[config.mk]
export PLATFORM = sky130hd
export DESIGN_NAME = uart_tx_brk
export DESIGN_NICKNAME = d
export VERILOG_FILES = /design/src/rtl/uart_tx_pkg.sv /design/src/rtl/uart_tx_bitclk.sv /design/src/rtl/uart_tx_hold.sv /design/src/rtl/uart_tx_shift.sv /design/src/rtl/uart_tx_brk.sv
export SDC_FILE = /design/constraint.sdc
export NUM_CORES = 1
export LEC_CHECK = 0
export ABC_CLOCK_PERIOD_IN_PS = 2400
export BUFFER_PORTS_ARGS = -buffer_cell sky130_fd_sc_hd__buf_2
export CELL_PAD_IN_SITES_DETAIL_PLACEMENT = 0
export CELL_PAD_IN_SITES_GLOBAL_PLACEMENT = 1
export CORE_ASPECT_RATIO = 1.25
export CORE_MARGIN = 3
export CORE_UTILIZATION = 45
export CTS_CLUSTER_DIAMETER = 120
export DETAILED_ROUTE_END_ITERATION = 8
export MAX_ROUTING_LAYER = met4
export PLACE_DENSITY = 0.81
export SYNTH_ARGS = -nofsm -noshare
export SYNTH_HDL_FRONTEND = slang
export SYNTH_SLANG_ARGS = --single-unit
[constraint.sdc]
create_clock -name clk_i -period 2.4 [get_ports clk_i]
set_input_delay 0.48 -clock clk_i [delete_from_list [all_inputs] [get_ports clk_i]]
set_output_delay 0.48 -clock clk_i [all_outputs]
set_load 0.02 [all_outputs]
[src/rtl/uart_tx_pkg.sv]
package uart_tx_pkg;
  typedef enum logic [2:0] {
    ST_IDLE, ST_START, ST_DATA, ST_PAR, ST_STOP1, ST_STOP2
  } tx_state_e;

  localparam logic [1:0] PM_DRIVE = 2'b01;
endpackage

[src/rtl/uart_tx_bitclk.sv]
module uart_tx_bitclk #(
  parameter int TICKS_PER_BIT = 16
) (
  input  logic clk_i,
  input  logic rst_ni,
  input  logic clr_i,
  input  logic tick_i,
  output logic bit_end_o
);
  localparam int CW = (TICKS_PER_BIT > 1) ? $clog2(TICKS_PER_BIT) : 1;
  localparam logic [CW-1:0] LAST = CW'(TICKS_PER_BIT - 1);

  logic [CW-1:0] cnt_q;

  always_ff @(posedge clk_i or negedge rst_ni) begin
    if (!rst_ni)     cnt_q <= '0;
    else if (clr_i)  cnt_q <= '0;
    else if (tick_i) cnt_q <= (cnt_q == LAST) ? '0 : cnt_q + 1'b1;
  end

  assign bit_end_o = tick_i && (cnt_q == LAST);
endmodule

[src/rtl/uart_tx_hold.sv]
module uart_tx_hold #(
  parameter int DATA_W = 8
) (
  input  logic              clk_i,
  input  logic              rst_ni,
  input  logic              en_i,
  input  logic              wr_i,
  input  logic [DATA_W-1:0] wdata_i,
  input  logic              take_i,
  output logic              full_o,
  output logic [DATA_W-1:0] data_o
);
  logic              full_q;
  logic [DATA_W-1:0] data_q;

  always_ff @(posedge clk_i or negedge rst_ni) begin
    if (!rst_ni) begin
      full_q <= 1'b0;
      data_q <= '0;
    end else if (!en_i) begin
      full_q <= 1'b0;
    end else if (wr_i) begin
      full_q <= 1'b1;
      data_q <= wdata_i;
    end else if (take_i) begin
      full_q <= 1'b0;
    end
  end

  assign full_o = full_q;
  assign data_o = data_q;
endmodule

[src/rtl/uart_tx_shift.sv]
module uart_tx_shift
  import uart_tx_pkg::*;
#(
  parameter int DATA_W = 8
) (
  input  logic              clk_i,
  input  logic              rst_ni,
  input  logic              en_i,
  input  logic              bit_end_i,
  input  logic              full_i,
  input  logic [DATA_W-1:0] data_i,
  input  logic              par_en_i,
  input  logic              par_odd_i,
  input  logic              two_stop_i,
  output logic              load_o,
  output logic              stop_entry_o,
  output logic              line_o
);
  localparam int IW = (DATA_W > 1) ? $clog2(DATA_W) : 1;
  localparam logic [IW-1:0] LAST_IDX = IW'(DATA_W - 1);

  tx_state_e         st_q;
  logic [DATA_W-1:0] sh_q;
  logic [IW-1:0]     idx_q;
  logic              par_on_q, par_bit_q, two_q;
  logic              done;

  assign done = bit_end_i && ((st_q == ST_STOP1 && !two_q) || st_q == ST_STOP2);
  assign load_o = en_i && full_i && (st_q == ST_IDLE || done);
  // first stop bit begins at this edge
  assign stop_entry_o = en_i && bit_end_i &&
                        ((st_q == ST_DATA && idx_q == LAST_IDX && !par_on_q) ||
                         st_q == ST_PAR);

  always_ff @(posedge clk_i or negedge rst_ni) begin
    if (!rst_ni) begin
      st_q      <= ST_IDLE;
      sh_q      <= '0;
      idx_q     <= '0;
      par_on_q  <= 1'b0;
      par_bit_q <= 1'b0;
      two_q     <= 1'b0;
    end else if (!en_i) begin
      st_q <= ST_IDLE;
    end else if (load_o) begin
      st_q      <= ST_START;
      sh_q      <= data_i;
      idx_q     <= '0;
      par_on_q  <= par_en_i;
      par_bit_q <= (^data_i) ^ par_odd_i;
      two_q     <= two_stop_i;
    end else if (bit_end_i) begin
      unique case (st_q)
        ST_START: begin
          st_q  <= ST_DATA;
          idx_q <= '0;
        end
        ST_DATA: begin
          sh_q  <= sh_q >> 1;
          idx_q <= idx_q + 1'b1;
          if (idx_q == LAST_IDX) st_q <= par_on_q ? ST_PAR : ST_STOP1;
        end
        ST_PAR:   st_q <= ST_STOP1;
        ST_STOP1: st_q <= two_q ? ST_STOP2 : ST_IDLE;
        ST_STOP2: st_q <= ST_IDLE;
        default:  st_q <= ST_IDLE;
      endcase
    end
  end

  always_comb begin
    unique case (st_q)
      ST_START: line_o = 1'b0;
      ST_DATA:  line_o = sh_q[0];
      ST_PAR:   line_o = par_bit_q;
      default:  line_o = 1'b1;
    endcase
  end
endmodule

[src/rtl/uart_tx_brk.sv]
module uart_tx_brk
  import uart_tx_pkg::*;
#(
  parameter int DATA_W        = 8,
  parameter int TICKS_PER_BIT = 16
) (
  input  logic              clk_i,
  input  logic              rst_ni,
  input  logic              tick_i,
  input  logic              te_i,
  input  logic              wr_i,
  input  logic [DATA_W-1:0] wdata_i,
  input  logic              par_en_i,
  input  logic              par_odd_i,
  input  logic              two_stop_i,
  input  logic              port_dat_i,
  input  logic [1:0]        port_mode_i,
  output logic              txd_o,
  output logic              empty_o,
  output logic              tend_o
);
  logic              full, load, stop_entry, line, bit_end;
  logic [DATA_W-1:0] hold_data;
  logic              tend_q, port_lvl;

  uart_tx_hold #(.DATA_W(DATA_W)) u_hold (
    .clk_i   (clk_i),
    .rst_ni  (rst_ni),
    .en_i    (te_i),
    .wr_i    (wr_i),
    .wdata_i (wdata_i),
    .take_i  (load),
    .full_o  (full),
    .data_o  (hold_data)
  );

  uart_tx_bitclk #(.TICKS_PER_BIT(TICKS_PER_BIT)) u_bitclk (
    .clk_i     (clk_i),
    .rst_ni    (rst_ni),
    .clr_i     (load || !te_i),
    .tick_i    (tick_i),
    .bit_end_o (bit_end)
  );

  uart_tx_shift #(.DATA_W(DATA_W)) u_shift (
    .clk_i        (clk_i),
    .rst_ni       (rst_ni),
    .en_i         (te_i),
    .bit_end_i    (bit_end),
    .full_i       (full),
    .data_i       (hold_data),
    .par_en_i     (par_en_i),
    .par_odd_i    (par_odd_i),
    .two_stop_i   (two_stop_i),
    .load_o       (load),
    .stop_entry_o (stop_entry),
    .line_o       (line)
  );

  always_ff @(posedge clk_i or negedge rst_ni) begin
    if (!rst_ni)                  tend_q <= 1'b1;
    else if (!te_i)               tend_q <= 1'b1;
    else if (wr_i)                tend_q <= 1'b0;
    else if (stop_entry && !full) tend_q <= 1'b1;
  end

  assign port_lvl = (port_mode_i == PM_DRIVE) ? port_dat_i : 1'b1;
  assign txd_o    = te_i ? line : port_lvl;
  assign empty_o  = !full;
  assign tend_o   = tend_q;
endmodule

==> impl_metrics.env, run 1 <==
export IMPL_yosysMostFrequentCell="dfrtp_1"
export IMPL_slew_violations=0
export IMPL_required_ns=2.56
export IMPL_root_buffer="clkbuf_8"
export IMPL_yosys_register_bits=31
export IMPL_end_kind="flop"
export IMPL_hold_path_class="primary input to async pin"
export IMPL_die_area_mm2=0.00437
export IMPL_drc=0
export IMPL_fp_dieH_um=73.2
export IMPL_cts_num_sinks=31
export IMPL_crit_arrival_ns=2.29
export IMPL_synth_compound_area_frac=0.103
export IMPL_post_drt_wl_per_cell_um=15.6
export IMPL_finClkSkew_ns=0.00454
export IMPL_grt_remaining_overflow=0
export IMPL_critical_path_peak_fanout=7
export IMPL_post_synth_cell_area_avg_um2=11.9
export IMPL_fin_ws_ns=0.271
export IMPL_yosys_warnings=0
export IMPL_leakagePower_nw=0.880
export IMPL_cts_tree="built"
export IMPL_synth_cells=137
export IMPL_post_cts_setup_buffers=0
export IMPL_io_pins=22
export IMPL_gp_congestion=0.831
export IMPL_numCtsBuffers=5
export IMPL_period_share=0.887
export IMPL_grt_pass1_wl_um=5380
export IMPL_synth_top_family_by_area="multiplexers"
export IMPL_syn_to_final_growth_pct=15.2
export IMPL_dp_slack_ns=0.137
export IMPL_num_rows=23
export IMPL_power_w=0.00142
export IMPL_ys_seq_area_frac=0.478
export IMPL_worst_pin_slew_ns=0.666
export IMPL_synth_commonest_cells="30 x dfrtp_1, 17 x mux2_2"
export IMPL_grt_usage=0.173
export IMPL_hold_violations=0
export IMPL_synth_area_leader_cell="dfrtp_1"
export IMPL_yosysUniqueCellTypes=38
export IMPL_ys_top_cells_by_area="dfrtp_1 46%, mux2_2 12%, mux2_4 5.5%"
export IMPL_insertedDiodeCount=0
export IMPL_netlist_area_leader_share=0.462
export IMPL_core_mm2=0.00334
export IMPL_maxCapViolations=0
export IMPL_clk_path_buf_depth=2
export IMPL_synth_async_reset_ratio=1.00
export IMPL_rsz0062_at_grt="no"
export IMPL_die_x_um=59.8
export IMPL_synthFlopType="dfrtp_1"
export IMPL_synth_fa_ha_area_frac=0.0231
export IMPL_nFillCells=286
export IMPL_port_buffers=21
export IMPL_setup_tns_ns=0
export IMPL_drive_gt1_frac=0.368
export IMPL_viasPerCell=5.77
export IMPL_setup_violations_final=0
export IMPL_peakVddDrop_mv=0.560
export IMPL_slew_headroom=0.556
export IMPL_syn_cell_area_mm2=0.00163
export IMPL_dr_pass1_iters=4
export IMPL_synth_edff_count=0
export IMPL_place_hpwl_um=2340
export IMPL_crit_type="flop to flop"
export IMPL_synth_xor_area_share=0.0570
export IMPL_period_minus_slack_ns=2.13
export IMPL_powerDensity_mw_per_mm2=759
export IMPL_layout_nets=184
export IMPL_synth_simple_area_share=0.103
export IMPL_cts_max_level=2
export IMPL_syn_num_nets=159
export IMPL_first_global_vias=1211
export IMPL_drtIter0Drc=64
export IMPL_initial_utilization=0.487
export IMPL_num_vias=1153
export IMPL_grt_antenna_before_repair=0
export IMPL_ant_nets=0
export IMPL_clk_latency_ns=0.28
export IMPL_fmaxAchievable_mhz=470
export IMPL_final_util=0.561
export IMPL_routed_wl_um=3110
export IMPL_grt_max_degree=32
export IMPL_synthMuxAreaShare=0.192
export IMPL_run_status="finished clean"
export IMPL_clk_pin_slew_worst_paths_ns=0.06
export IMPL_start_kind="flop"
## cells in the final DEF (no fill, tap or decap), types with 3 or more instances in the layout
cell	netlist	layout
dfrtp_1	30	30
buf_2	3	21
mux2_2	17	17
clkbuf_8	0	7
inv_1	6	6
o21ai_0	6	6
xnor2_1	6	6
mux2_4	6	6
nand2_1	5	5
nor3_1	5	5
nor2_1	5	5
buf_4	1	5
a21oi_1	4	4
a311oi_1	3	3
mux2i_1	3	3
ha_1	3	3
## layer usage
metal | track usage | wire [µm] | share of wire | up-vias
met5 | - | 0 | 0 | -
met4 | 0.0911 | 96 | 0.031 | 0
met3 | 0.0478 | 120 | 0.039 | 9
met2 | 0.284 | 1630 | 0.52 | 23
met1 | 0.186 | 1260 | 0.41 | 571
li1 | - | - | - | 550
## sequential cells by signal (all words and copies together) (netlist names)
name and count:
u_hold.full_o 1, u_shift.sh_q 8, u_shift.st_q 3, u_shift.two_q 1
tend_o 1, u_hold.data_o 8, u_bitclk.cnt_q 4, u_shift.par_on_q 1
u_shift.idx_q 3, u_shift.par_bit_q 1
## worst paths after layout
check	startpoint	endpoint	slack [ns]	depth (start not counted)
hold reg to reg	u_shift.sh_q[1]	u_shift.sh_q[0]	0.53	1
hold / removal	rst_ni	u_hold.data_o[0]	0.23	1
max in group asynchronous	rst_ni	u_bitclk.cnt_q[1]	1.73	1
setup reg to reg	u_bitclk.cnt_q[0]	u_shift.sh_q[2]	0.27	5
min in group clk_i	wr_i	tend_o	0.37	2
setup / recovery	u_bitclk.cnt_q[0]	u_shift.sh_q[2]	0.27	5
## final cells by class
| class | count | area (µm²) | share of cell area |
|---|---|---|---|
| flip-flops and latches | 31 | 777 | 0.415 |
| well taps | 37 | 46.3 | 0.0247 |
| inverters | 7 | 26.3 | 0.0140 |
| repair buffers | 26 | 143 | 0.0762 |
| clock buffers | 8 | 100 | 0.0534 |
| multi-input cells | 91 | 781 | 0.417 |
## per-stage QoR
stage | hold slack (ns) | cell area, µm² | instances
floorplan | 0.184 | 1630 | 137
global placement | 0.510 | 1770 | 192
detailed placement | 0.514 | 1770 | 192
CTS | 0.251 | 1870 | 200
global route | 0.300 | 1870 | 200
finish | 0.235 | 1870 | 200
## critical path: stages, from the launching register on
cell	delay (ns)
dfrtp_1	0.41
ha_1	0.26
nand4_2	0.20
or4_4	0.55
mux2_4	0.32
mux2_2	0.27
## power breakdown
part	total [W]	internal, W	switching [W]
Sequential	0.000680	0.000613	0.0000674
Combinational	0.000302	0.000190	0.000112
Clock	0.000439	0.000261	0.000177
Total	0.00142	0.00106	0.000357
## logic make-up after synthesis
group	after synthesis
mux	26
simple gates	29
buf+inv	15
fa+ha+maj	3
xor+xnor	9
flops	31
compound gates	24
## repair_timing
action,4_1_cts,5_1_grt
hold endpoints to repair,0,0
endpoints found under the setup margin,0,6
hold buffers,0,0
resized for setup,0,1
(Power assumes the default switching activity.)
==> run 2: changes to the inputs <==
--- a/config.mk
+++ b/config.mk
@@ -7,9 +7,8 @@
 export LEC_CHECK = 0
 export ABC_CLOCK_PERIOD_IN_PS = 2400
 export BUFFER_PORTS_ARGS = -buffer_cell sky130_fd_sc_hd__buf_2
-export CELL_PAD_IN_SITES_DETAIL_PLACEMENT = 0
+export CELL_PAD_IN_SITES_DETAIL_PLACEMENT = 1
 export CELL_PAD_IN_SITES_GLOBAL_PLACEMENT = 1
-export CORE_ASPECT_RATIO = 1.25
 export CORE_MARGIN = 3
 export CORE_UTILIZATION = 45
 export CTS_CLUSTER_DIAMETER = 120
==> run 2 against run 1 <==
Worst setup slack worse by 0.091 ns. Combinational power increased by 6%. Largest cell class is now registers. First-iteration DRC count fell by 30%. Sequential power is 0.6% lower. Die area hardly changed. Critical path type unchanged. Global-route usage rose by 4.2 points. Via count up 2.9%. Non-clock buffer count rose by 1. Register-to-register slack got worse by 0.09 ns. Critical path depth unchanged. Largest power group unchanged.
==> impl_metrics.env, run 2 (synthesis results as in run 1) <==
export IMPL_post_drt_wl_per_cell_um=18.1
export IMPL_final_cell_count_no_fill=210
export IMPL_place_hpwl_um=2870
export IMPL_crit_cells=5
export IMPL_worst_pin_slew_ns=0.702
export IMPL_fin_ws_ns=0.180
export IMPL_period_minus_slack_ns=2.22
export IMPL_grt_max_degree=32
export IMPL_drive_gt1_frac=0.372
export IMPL_cts_num_sinks=31
export IMPL_fp_dieH_um=66.1
export IMPL_critical_path_slowest_cell="or4_1"
export IMPL_gp_congestion=0.770
export IMPL_setup_tns_ns=0
export IMPL_fmaxAchievable_mhz=450
export IMPL_ctsHoldBuffers=0
export IMPL_critPathLaunch="u_bitclk.cnt_q[0]"
export IMPL_clk_path_buf_depth=2
export IMPL_drc=0
export IMPL_post_cts_setup_buffers=0
export IMPL_cts_tree="built"
export IMPL_layout_nets=185
export IMPL_rsz0062_at_grt="no"
export IMPL_cp_top_family="simple AND/OR/NAND/NOR gates"
export IMPL_maxCapViolations=0
export IMPL_crit_type="flop to flop"
export IMPL_peakVddDrop_mv=0.397
export IMPL_run_status="finished clean"
export IMPL_grt_antenna_before_repair=0
export IMPL_cts_max_level=2
export IMPL_crit_arrival_ns=2.45
export IMPL_final_cell_mix="30 x dfrtp_1, 21 x buf_2, 17 x mux2_2"
export IMPL_cts_resized_gates=0
export IMPL_first_global_vias=1335
export IMPL_start_kind="flop"
export IMPL_insertedDiodeCount=0
export IMPL_io_pins=22
export IMPL_root_buffer="clkbuf_4"
export IMPL_slew_violations=0
export IMPL_slew_headroom=0.532
export IMPL_slowest_delay_ns=0.64
export IMPL_die_x_um=66.1
export IMPL_hold_path_class="primary input to async pin"
export IMPL_reg2reg_to="u_shift.sh_q[6]"
export IMPL_r2r_start="u_bitclk.cnt_q[0]"
export IMPL_grt_remaining_overflow=0
export IMPL_hold_violations=0
export IMPL_clk_pin_slew_worst_paths_ns=0.10
export IMPL_die_area_mm2=0.00437
export IMPL_rrSetupSlack_ns=0.18
export IMPL_finClkSkew_ns=0.00820
export IMPL_grt_pass1_wl_um=6640
export IMPL_period_share=0.925
export IMPL_final_common_cell="dfrtp_1"
export IMPL_numCtsBuffers=5
export IMPL_r2r_cells=5
export IMPL_drtIter0Drc=45
export IMPL_endpoint="u_shift.sh_q[6]"
export IMPL_dr_pass1_iters=4
export IMPL_routed_wl_um=3800
export IMPL_num_rows=21
export IMPL_port_buffers=21
export IMPL_core_mm2=0.00342
export IMPL_powerDensity_mw_per_mm2=729
export IMPL_leakagePower_nw=0.869
export IMPL_clk_latency_ns=0.34
export IMPL_viasPerCell=5.65
export IMPL_ant_nets=0
export IMPL_crit_chain="ha_1 > nand4_2 > or4_1 > mux2_4 > mux2_2"
export IMPL_dp_slack_ns=0.148
export IMPL_critPathBufInv=0
export IMPL_nFillCells=391
export IMPL_dp_cells=202
export IMPL_setup_violations_final=0
export IMPL_num_vias=1186
export IMPL_final_util=0.545
export IMPL_end_kind="flop"
export IMPL_critical_path_peak_fanout=7
export IMPL_grt_usage=0.215
export IMPL_syn_to_final_growth_pct=14.5
export IMPL_initial_utilization=0.476
export IMPL_required_ns=2.63
==> run 2: cell types whose count changed in the layout (fill, tap and decap cells not counted) <==
cell / before / now
or4_4: 1 / 0
clkinvlp_4: 0 / 1
clkbuf_1: 1 / 0
or4_1: 1 / 2
buf_4: 5 / 6
clkbuf_8: 7 / 2
clkbuf_4: 0 / 5
==> run 2: where the power goes <==
| group | switching [W] | internal (W) |
|---|---|---|
| Clock | 0.000187 | 0.000171 |
| Sequential | 0.0000646 | 0.000611 |
| Combinational | 0.000131 | 0.000190 |
| Total | 0.000383 | 0.000973 |
==> run 2: cell type report <==
class	count	area (µm²)	area share
well taps	46	57.6	0.0309
clock inverters	1	7.51	0.00403
flip-flops and latches	31	777	0.418
inverters	7	26.3	0.0141
repair buffers	27	150	0.0807
multi-input cells	91	777	0.418
clock buffers	7	65.1	0.0350
==> run 2: per-layer routing <==
layer | global-route usage | up-vias | routed length [µm]
li1 | - | 557 | -
met1 | 0.255 | 594 | 1600
met2 | 0.342 | 23 | 1980
met3 | 0.0595 | 12 | 112
met4 | 0.0939 | 0 | 107
met5 | - | - | 0
==> run 2: through the flow <==
stage	total power, W	hold slack (ns)	instance area, µm²
floorplan	0.000906	0.184	1630
global placement	0.000979	0.508	1790
detailed placement	0.00101	0.518	1790
CTS	0.00137	0.198	1860
global route	0.00144	0.203	1860
finish	0.00136	0.181	1860
==> run 2: how the worst min path moves through the flow <==
stage,from,endpoint,depth (start not counted)
floorplan,rst_ni,u_bitclk.cnt_q[0],0
global placement,u_shift.par_bit_q,u_shift.par_bit_q,1
detailed placement,u_shift.sh_q[1],u_shift.sh_q[0],1
CTS,rst_ni,u_shift.sh_q[6],1
global route,rst_ni,u_shift.st_q[0],1
finish,rst_ni,u_shift.sh_q[6],1
==> run 2: worst register-to-register path: stages (launching register included) <==
cell,delay (ns)
dfrtp_1,0.43
ha_1,0.27
nand4_2,0.14
or4_1,0.64
mux2_4,0.38
mux2_2,0.27
==> run 3: changes to the inputs <==
--- a/config.mk
+++ b/config.mk
@@ -10,11 +10,12 @@
 export CELL_PAD_IN_SITES_DETAIL_PLACEMENT = 1
 export CELL_PAD_IN_SITES_GLOBAL_PLACEMENT = 1
 export CORE_MARGIN = 3
-export CORE_UTILIZATION = 45
+export CORE_UTILIZATION = 47
+export CTS_BUF_LIST = sky130_fd_sc_hd__clkbuf_4
 export CTS_CLUSTER_DIAMETER = 120
 export DETAILED_ROUTE_END_ITERATION = 8
 export MAX_ROUTING_LAYER = met4
-export PLACE_DENSITY = 0.81
+export PLACE_DENSITY = 0.84
 export SYNTH_ARGS = -nofsm -noshare
 export SYNTH_HDL_FRONTEND = slang
 export SYNTH_SLANG_ARGS = --single-unit
==> run 3 against run 2 <==
Sequential cell count stayed put. Wire length is 6.4% lower. Global-route usage is 1.6 points lower. Core utilization is 3.2 points higher. Hold slack hardly changed.
==> impl_metrics.env, run 3 (synthesis results as in run 1) <==
export IMPL_cts_num_sinks=31
export IMPL_grt_busiest_layer="met2"
export IMPL_post_cts_setup_buffers=0
export IMPL_cts_max_level=2
export IMPL_layout_nets=184
export IMPL_viasPerCell=5.55
export IMPL_setup_violations_final=0
export IMPL_clk_path_buf_depth=2
export IMPL_numCtsBuffers=5
export IMPL_syn_to_final_growth_pct=12.9
export IMPL_multi_input_area_um2=781
export IMPL_grt_usage=0.199
export IMPL_slowest_delay_ns=0.42
export IMPL_initial_utilization=0.511
export IMPL_core_mm2=0.00318
export IMPL_ctsHoldBuffers=0
export IMPL_insertedDiodeCount=0
export IMPL_period_share=0.907
export IMPL_clk_pin_slew_worst_paths_ns=0.10
export IMPL_drive_gt1_frac=0.362
export IMPL_leakagePower_nw=0.859
export IMPL_slew_violations=0
export IMPL_grt_use_met1=0.255
export IMPL_final_util=0.577
export IMPL_period_minus_slack_ns=2.18
export IMPL_rsz0062_at_grt="no"
export IMPL_first_global_vias=1264
export IMPL_grt_antenna_before_repair=0
export IMPL_worst_pin_slew_ns=0.701
export IMPL_critical_path_peak_fanout=21
export IMPL_peakVddDrop_mv=0.412
export IMPL_final_common_cell="dfrtp_1"
export IMPL_grtUsageMet2=0.317
export IMPL_required_ns=2.61
export IMPL_powerDensity_mw_per_mm2=698
export IMPL_clk_latency_ns=0.33
export IMPL_end_kind="flop"
export IMPL_ant_nets=0
export IMPL_hold_violations=0
export IMPL_root_buffer="clkbuf_4"
export IMPL_num_vias=1148
export IMPL_crit_chain="ha_1 > and4_1 > a41o_1 > nor2b_1 > buf_4 > mux2_2"
export IMPL_run_status="finished clean"
export IMPL_drc=0
export IMPL_crit_type="flop to flop"
export IMPL_crit_arrival_ns=2.39
export IMPL_cts_resized_gates=0
export IMPL_critical_path_slowest_cell="dfrtp_1"
export IMPL_dr_pass1_iters=4
export IMPL_nFillCells=366
export IMPL_hold_path_class="primary input to async pin"
export IMPL_grt_max_degree=32
export IMPL_fp_dieH_um=64.8
export IMPL_use_met3=0.0433
export IMPL_seqCellArea_um2=777
export IMPL_cts_tree="built"
export IMPL_final_cell_mix="30 x dfrtp_1, 21 x buf_2, 17 x mux2_2"
export IMPL_maxCapViolations=0
export IMPL_io_pins=22
export IMPL_finClkSkew_ns=0.0145
export IMPL_setup_tns_ns=0
export IMPL_slew_headroom=0.533
export IMPL_grt_pass1_wl_um=6070
export IMPL_port_buffers=21
export IMPL_grt_remaining_overflow=0
export IMPL_place_hpwl_um=2690
export IMPL_fmaxAchievable_mhz=459
export IMPL_drtIter0Drc=48
export IMPL_die_x_um=64.8
export IMPL_gp_congestion=0.742
export IMPL_routed_wl_um=3560
export IMPL_die_area_mm2=0.00420
export IMPL_start_kind="flop"
export IMPL_num_rows=20
export IMPL_post_drt_wl_per_cell_um=17.2
[run 3: cell types whose count changed in the layout (fill, tap and decap cells not counted), sizes merged]
cell,before,now
clkinv,0,2
clkbuf,7,6
buf,27,26
clkinvlp,1,0
[run 3: final timing paths]
kind,start,end,slack [ns],cells past startpoint
setup / recovery,u_bitclk.cnt_q[0],u_shift.sh_q[3],0.22,6
hold / removal,rst_ni,u_shift.two_q,0.18,1
setup reg to reg,u_bitclk.cnt_q[0],u_shift.sh_q[3],0.22,6
hold reg to reg,u_shift.sh_q[7],u_shift.sh_q[7],0.54,2
max in group asynchronous,rst_ni,u_bitclk.cnt_q[1],1.75,1
min in group clk_i,wr_i,tend_o,0.32,2
[run 3: stage by stage]
step | hold slack, ns | setup slack, ns | cells | power (W) | cell area (µm²)
CTS | 0.188 | 0.109 | 207 | 0.00130 | 1830
global placement | 0.513 | 0.204 | 199 | 0.000978 | 1780
global route | 0.216 | 0.115 | 207 | 0.00136 | 1830
floorplan | 0.184 | 0.389 | 137 | 0.000906 | 1630
finish | 0.181 | 0.222 | 207 | 0.00128 | 1830
detailed placement | 0.522 | 0.120 | 199 | 0.00100 | 1780
[run 3: final cells by class]
cell class	instances	share of cell area
well taps	44	0.0300
clock inverters	2	0.00409
repair buffers	26	0.0778
clock buffers	6	0.0246
inverters	7	0.0143
multi-input cells	91	0.426
flip-flops and latches	31	0.424
[run 3: critical path: cells and delay by family, from the launching register on]
family / cells / cell delay (ns)
fa+ha+maj: 1 / 0.27
compound gates: 1 / 0.25
simple gates: 2 / 0.44
mux: 1 / 0.38
buf+inv: 1 / 0.29
flops: 1 / 0.42
[run 3: routing by layer]
metal	vias to the layer above	part of all wire	wire length [µm]
li1	549	-	-
met1	578	0.46	1640
met4	0	0.011	40
met5	-	0	0
met2	18	0.50	1770
met3	3	0.031	109
[run 3: where the power goes]
group	internal, W	switching, W
sequential	0.000611	0.0000674
clock	0.000120	0.000172
combinational	0.000189	0.000121
total	0.000920	0.000360
